## config.mk

```make
export PLATFORM = sky130hd
export DESIGN_NAME = jtag_verify_player
export DESIGN_NICKNAME = d
export VERILOG_FILES = /design/src/rtl/jvp_pkg.sv /design/src/rtl/jvp_tck_gen.sv /design/src/rtl/jvp_seq.sv /design/src/rtl/jvp_verify.sv /design/src/rtl/jtag_verify_player.sv
export SDC_FILE = /design/constraint.sdc
export NUM_CORES = 1
export LEC_CHECK = 0
export BUFFER_PORTS_ARGS = -buffer_cell sky130_fd_sc_hd__buf_2
export CORE_ASPECT_RATIO = 1.5
export CORE_UTILIZATION = 50
export DETAILED_ROUTE_END_ITERATION = 16
export GPL_ROUTABILITY_DRIVEN = 0
export PLACE_DENSITY = 0.74
export SETUP_SLACK_MARGIN = 0.02
export SLEW_MARGIN = 0
export SYNTH_ARGS = -nofsm -noshare
export SYNTH_HDL_FRONTEND = slang
export SYNTH_SLANG_ARGS = --single-unit
```

## constraint.sdc

```tcl
create_clock -name clk -period 4.15 [get_ports clk]
set_clock_uncertainty 0.15 [all_clocks]
set_input_delay 0.83 -clock clk [delete_from_list [all_inputs] [get_ports clk]]
set_output_delay 0.83 -clock clk [all_outputs]
set_load 0.01 [all_outputs]
```

## src/rtl/jvp_pkg.sv

```systemverilog
package jvp_pkg;

    localparam logic [7:0] OP_SHIFT_VERIFY = 8'h04;
    localparam logic [7:0] OP_RUN_IDLE     = 8'h07;
    localparam int         BYTE_BITS       = 8;

    typedef enum logic [2:0] {
        S_OPCODE,
        S_COUNT,
        S_STIM,
        S_EXPECT,
        S_MASK,
        S_SHIFT,
        S_RUN
    } seq_state_e;

endpackage

```

## src/rtl/jvp_tck_gen.sv

```systemverilog
// One test-clock period per request: low phase, rising edge with sample, high phase.
module jvp_tck_gen #(
    parameter int DIV_W = 4
) (
    input  logic             clk,
    input  logic             rst_n,
    input  logic [DIV_W-1:0] div,
    input  logic             start,
    input  logic             tdi_in,
    input  logic             tms_in,
    input  logic             tdo,
    output logic             tck,
    output logic             tdi,
    output logic             tms,
    output logic             bit_done,
    output logic             tdo_bit
);

    typedef struct packed {
        logic             active;
        logic             high;
        logic [DIV_W-1:0] cnt;
        logic             tck;
        logic             tdi;
        logic             tms;
        logic             smp;
        logic             done;
    } gen_t;

    gen_t q, d;

    always_comb begin
        d      = q;
        d.done = 1'b0;
        if (!q.active) begin
            if (start) begin
                d.active = 1'b1;
                d.high   = 1'b0;
                d.cnt    = div;
                d.tdi    = tdi_in;
                d.tms    = tms_in;
            end
        end else if (q.cnt != '0) begin
            d.cnt = q.cnt - 1'b1;
        end else if (!q.high) begin
            d.high = 1'b1;
            d.tck  = 1'b1;
            d.smp  = tdo;
            d.cnt  = div;
        end else begin
            d.high   = 1'b0;
            d.tck    = 1'b0;
            d.active = 1'b0;
            d.done   = 1'b1;
        end
    end

    always_ff @(posedge clk or negedge rst_n) begin
        if (!rst_n) q <= '0;
        else        q <= d;
    end

    assign tck      = q.tck;
    assign tdi      = q.tdi;
    assign tms      = q.tms;
    assign bit_done = q.done;
    assign tdo_bit  = q.smp;

endmodule

```

## src/rtl/jvp_seq.sv

```systemverilog
// Command parser and bit sequencer.
module jvp_seq
    import jvp_pkg::*;
#(
    parameter int CNT_W = 32
) (
    input  logic       clk,
    input  logic       rst_n,
    input  logic       in_valid,
    input  logic [7:0] in_data,
    output logic       in_ready,
    output logic       bit_start,
    output logic       bit_tdi,
    output logic       bit_tms,
    input  logic       bit_done,
    output logic       cmp_valid,
    output logic       cmp_exp,
    output logic       cmp_msk,
    output logic       cmd_clear,
    output logic       done
);

    localparam int CNT_BYTES = CNT_W / BYTE_BITS;
    localparam int BI_W      = (CNT_BYTES > 1) ? $clog2(CNT_BYTES) : 1;
    localparam int BP_W      = $clog2(BYTE_BITS);

    typedef struct packed {
        seq_state_e      state;
        logic            is_run;
        logic [CNT_W-1:0] cnt;
        logic [BI_W-1:0] bidx;
        logic [CNT_W-1:0] rem;
        logic [BP_W-1:0] bitpos;
        logic [7:0]      stim;
        logic [7:0]      expv;
        logic [7:0]      mask;
        logic            issued;
        logic            done;
    } seq_t;

    seq_t q, d;
    logic accept;

    always_comb begin
        d         = q;
        d.done    = 1'b0;
        in_ready  = (q.state != S_SHIFT) && (q.state != S_RUN);
        accept    = in_valid && in_ready;
        bit_start = 1'b0;
        bit_tdi   = 1'b0;
        bit_tms   = 1'b0;
        cmd_clear = 1'b0;
        cmp_valid = (q.state == S_SHIFT) && q.issued && bit_done;
        cmp_exp   = q.expv[q.bitpos];
        cmp_msk   = q.mask[q.bitpos];

        case (q.state)
            S_OPCODE: begin
                if (accept) begin
                    d.bidx = '0;
                    if (in_data == OP_SHIFT_VERIFY) begin
                        cmd_clear = 1'b1;
                        d.is_run  = 1'b0;
                        d.state   = S_COUNT;
                    end else if (in_data == OP_RUN_IDLE) begin
                        d.is_run  = 1'b1;
                        d.state   = S_COUNT;
                    end
                end
            end
            S_COUNT: begin
                if (accept) begin
                    d.cnt  = (q.cnt >> BYTE_BITS) | (CNT_W'(in_data) << (CNT_W - BYTE_BITS));
                    d.bidx = q.bidx + 1'b1;
                    if (q.bidx == BI_W'(CNT_BYTES - 1)) begin
                        d.rem    = d.cnt;
                        d.issued = 1'b0;
                        if (d.cnt == '0) begin
                            d.done  = 1'b1;
                            d.state = S_OPCODE;
                        end else begin
                            d.state = q.is_run ? S_RUN : S_STIM;
                        end
                    end
                end
            end
            S_STIM: begin
                if (accept) begin
                    d.stim  = in_data;
                    d.state = S_EXPECT;
                end
            end
            S_EXPECT: begin
                if (accept) begin
                    d.expv  = in_data;
                    d.state = S_MASK;
                end
            end
            S_MASK: begin
                if (accept) begin
                    d.mask   = in_data;
                    d.bitpos = '0;
                    d.state  = S_SHIFT;
                end
            end
            S_SHIFT: begin
                if (!q.issued) begin
                    bit_start = 1'b1;
                    bit_tdi   = q.stim[q.bitpos];
                    bit_tms   = (q.rem == CNT_W'(1));
                    d.issued  = 1'b1;
                end else if (bit_done) begin
                    d.issued = 1'b0;
                    d.rem    = q.rem - 1'b1;
                    d.bitpos = q.bitpos + 1'b1;
                    if (q.rem == CNT_W'(1)) begin
                        d.done  = 1'b1;
                        d.state = S_OPCODE;
                    end else if (q.bitpos == BP_W'(BYTE_BITS - 1)) begin
                        d.state = S_STIM;
                    end
                end
            end
            S_RUN: begin
                if (!q.issued) begin
                    bit_start = 1'b1;
                    d.issued  = 1'b1;
                end else if (bit_done) begin
                    d.issued = 1'b0;
                    d.rem    = q.rem - 1'b1;
                    if (q.rem == CNT_W'(1)) begin
                        d.done  = 1'b1;
                        d.state = S_OPCODE;
                    end
                end
            end
            default: d.state = S_OPCODE;
        endcase
    end

    always_ff @(posedge clk or negedge rst_n) begin
        if (!rst_n) begin
            q       <= '0;
            q.state <= S_OPCODE;
        end else begin
            q <= d;
        end
    end

    assign done = q.done;

endmodule

```

## src/rtl/jvp_verify.sv

```systemverilog
// Masked on-the-fly compare with sticky first-failure capture.
module jvp_verify #(
    parameter int CNT_W = 32
) (
    input  logic             clk,
    input  logic             rst_n,
    input  logic             clear,
    input  logic             cmp_valid,
    input  logic             tdo_bit,
    input  logic             exp_bit,
    input  logic             msk_bit,
    output logic             fail,
    output logic [CNT_W-1:0] fail_index
);

    typedef struct packed {
        logic             fail;
        logic [CNT_W-1:0] idx;
        logic [CNT_W-1:0] pos;
    } ver_t;

    ver_t q, d;

    always_comb begin
        d = q;
        if (clear) begin
            d = '0;
        end else if (cmp_valid) begin
            d.pos = q.pos + 1'b1;
            if (msk_bit && (tdo_bit != exp_bit) && !q.fail) begin
                d.fail = 1'b1;
                d.idx  = q.pos;
            end
        end
    end

    always_ff @(posedge clk or negedge rst_n) begin
        if (!rst_n) q <= '0;
        else        q <= d;
    end

    assign fail       = q.fail;
    assign fail_index = q.idx;

endmodule

```

## src/rtl/jtag_verify_player.sv

```systemverilog
module jtag_verify_player #(
    parameter int DIV_W = 4,
    parameter int CNT_W = 32
) (
    input  logic             clk,
    input  logic             rst_n,
    input  logic [DIV_W-1:0] clk_div,
    input  logic             in_valid,
    input  logic [7:0]       in_data,
    output logic             in_ready,
    output logic             tck,
    output logic             tms,
    output logic             tdi,
    input  logic             tdo,
    output logic             done,
    output logic             fail,
    output logic [CNT_W-1:0] fail_index
);

    logic bit_start, bit_tdi, bit_tms, bit_done, tdo_bit;
    logic cmp_valid, cmp_exp, cmp_msk, cmd_clear;

    jvp_seq #(.CNT_W(CNT_W)) u_seq (
        .clk       (clk),
        .rst_n     (rst_n),
        .in_valid  (in_valid),
        .in_data   (in_data),
        .in_ready  (in_ready),
        .bit_start (bit_start),
        .bit_tdi   (bit_tdi),
        .bit_tms   (bit_tms),
        .bit_done  (bit_done),
        .cmp_valid (cmp_valid),
        .cmp_exp   (cmp_exp),
        .cmp_msk   (cmp_msk),
        .cmd_clear (cmd_clear),
        .done      (done)
    );

    jvp_tck_gen #(.DIV_W(DIV_W)) u_gen (
        .clk      (clk),
        .rst_n    (rst_n),
        .div      (clk_div),
        .start    (bit_start),
        .tdi_in   (bit_tdi),
        .tms_in   (bit_tms),
        .tdo      (tdo),
        .tck      (tck),
        .tdi      (tdi),
        .tms      (tms),
        .bit_done (bit_done),
        .tdo_bit  (tdo_bit)
    );

    jvp_verify #(.CNT_W(CNT_W)) u_ver (
        .clk        (clk),
        .rst_n      (rst_n),
        .clear      (cmd_clear),
        .cmp_valid  (cmp_valid),
        .tdo_bit    (tdo_bit),
        .exp_bit    (cmp_exp),
        .msk_bit    (cmp_msk),
        .fail       (fail),
        .fail_index (fail_index)
    );

endmodule

```

==> run summary <==
largest net degree at the start of global routing: 83
root buf cell: clkbuf_16
worst hold margin: 0.288 ns
post-CTS setup buffers: 0
GRT Total Usage: 0.231
Slew HR: 0.377
crit path max fanout: 47
worst path required time: 3.17 ns
initial antenna violation count: 3
power share of the clock group: 0.261
clock slew at reported path FFs: 0.06 ns
H-tree levels: 4
register bit total from synthesis: 167
I/O Buffers: 53
synth unique cells: 68
Pleak: 4.07 nW
internal power: 3.86 mW
setup TNS: 0 ns
Hold Path Class: primary input to asynchronous set/reset pin
DP Wirelength: 13,000 µm
combinational power share: 0.307
Inserted Clock Buffers: 17
Initial Util: 0.509
core area: 16,800 µm²
vias in the first global route: 6,465
sequential fraction of design power: 0.432
layout cells sized above 1: 0.193
status: completed
Die Height: 162 µm
fin nets: 903
total power: 5.93 mW
crit end category: output pin
pwr/cell area: 633 nW/µm²
Via Count: 6,411
Max Cap Viol: 0
initial DRC count: 372
fraction of registers with async set/reset: 1.00
Mean Syn Cell Area: 9.78 µm²
DRC Markers: 0
Final Max Slew Viols: 0
Design Area, Final: 9370 µm²
die area: 17,600 µm²
VDD IR max: 0.296 mV
CP arrival: 2.25 ns
Final ANT Viol Nets: 0
final core utilization: 0.559
fmax: 0.309 GHz
Area contributors post-synth: dfrtp_1 (49%), mux2_2 (6.5%), o21ai_0 (4.9%), nor2_1 (3.5%), xnor2_1 (3.1%)
Synth Flop Type: dfrtp_1
Chip Width: 109 µm
final period demand of the worst path: 3.23 ns
Ports: 54
clk sinks: 167
switch share: 0.350
commonest non-fill, non-tap cell in the layout: dfrtp_1
CTS resizes: 0
Mapped Nets: 896
CTS Hold Bufs: 0
Setup crit start kind: flip-flop
area delta synth->final: 9.67%
drt pass-1 iters: 5
sw power: 2.07 mW
largest buffer count on any clock path: 2
post-synthesis cell area: 8540 µm²
actual slew at the worst max-slew pin: 0.935 ns
final wirelength: 18,700 µm
Post-synth EDFFs: 0
grt total ovfl: 0
final hold vios: 0
Via density: 5.80
Syn Inst Count: 873
Yosys top cell by area: dfrtp_1
final setup fails: 0
Final period util: 0.779
sequential area share after synthesis: 0.489
Synth top area share: 0.489
standard-cell rows: 58
clock insertion delay at the later pin of the skew report: 0.42 ns
YS warnings: 0
commonest cells after routing, fill and taps aside: dfrtp_1 (167), o21ai_0 (84), nor2_1 (79), buf_2 (52), nand3_1 (51)
type of the worst setup path: flip-flop to output pin
RSZ-0062 raised after global routing: no
dpl cell area: 8780 µm²
global-route wire length before repair: 31,600 µm
CTS tree: yes
routed len/inst: 16.9 µm
routing by layer:
layer | up-vias | share of wire | GRT usage
met5 | - | 0 | 0
met4 | 0 | 0.041 | 0.125
met3 | 58 | 0.030 | 0.0441
met2 | 134 | 0.53 | 0.401
met1 | 3136 | 0.40 | 0.263
li1 | 3083 | - | -
worst max-delay path, cell delays in order (launching register included):
cell and delay, ns:
dfrtp_1 0.70, nor2b_1 0.39, o21a_1 0.19, inv_1 0.06
buf_4 0.27, buf_2 0.20
cell type report:
type | instances | area (µm²)
clock buffer | 24 | 482
tap | 210 | 263
fill | 1433 | 7400
timing repair buffer | 69 | 392
sequential | 167 | 4180
multi-input combinational | 580 | 3780
inverter | 45 | 169
clock inverter | 7 | 95.1
antenna | 3 | 7.51
registers in the layout, summed over array words and instances, names as in the netlist:
signal            cells
u_ver.q              32
u_gen.tms             1
u_ver.fail            1
u_seq.done            1
u_gen.bit_done        1
u_gen.tck             1
u_seq.q              90
u_gen.tdi             1
u_gen.tdo_bit         1
u_ver.fail_index     32
u_gen.q               6
cells in the mapped netlist, types with 5 or more instances:
library cell,instances
nand2b_1,6
mux2_2,49
buf_1,7
nand3_1,51
a21oi_1,44
dfrtp_1,167
nor2b_1,6
nor3_1,33
inv_1,45
nand2_1,46
o22ai_1,6
or3_1,10
clkbuf_1,39
ha_1,7
nor2_1,79
or4_1,5
nor4_1,19
a22oi_1,8
nand4_1,11
xnor2_1,30
buf_4,32
mux4_2,6
o21ai_0,84
logic make-up after synthesis:
kind of cell,share of synthesized area
compound gates,0.130
mux,0.0839
simple gates,0.184
flops,0.489
xor+xnor,0.0318
fa+ha+maj,0.0103
buf+inv,0.0706
power by group through the flow:
stage          Sequential [mW]  Clock (mW)  Combinational (mW)
6_report                  2.56        1.55                1.82
5_1_grt                   2.63        1.65                2.03
4_1_cts                   2.55        1.58                1.83
3_5_place_dp              2.58           0                1.82
3_3_place_gp              2.56           0                1.77
2_1_floorplan             2.37           0                1.51
final timing paths:
path	cells after the start	slack [ns]	startpoint	to
worst max-delay path	5	0.92	u_seq.q[97]	in_ready
worst min-delay path	1	0.29	rst_n	u_ver.fail_index[24]
worst max register to register	6	0.93	u_seq.q[26]	u_ver.fail_index[17]
worst min register to register	1	0.33	u_gen.tck	u_gen.tck
max in group asynchronous	2	2.64	rst_n	u_seq.q[94]
min in group clk	1	0.33	u_gen.tck	u_gen.tck
metrics by stage:
| step | setup slack, ns | std cells |
|---|---|---|
| after floorplan | 1.15 | 873 |
| after global routing | 0.691 | 1105 |
| final | 0.917 | 1105 |
| after detailed placement | 0.855 | 1071 |
| after global placement | 0.883 | 1071 |
| after CTS | 0.858 | 1102 |
No activity file was read; power rests on OpenSTA's default activity.
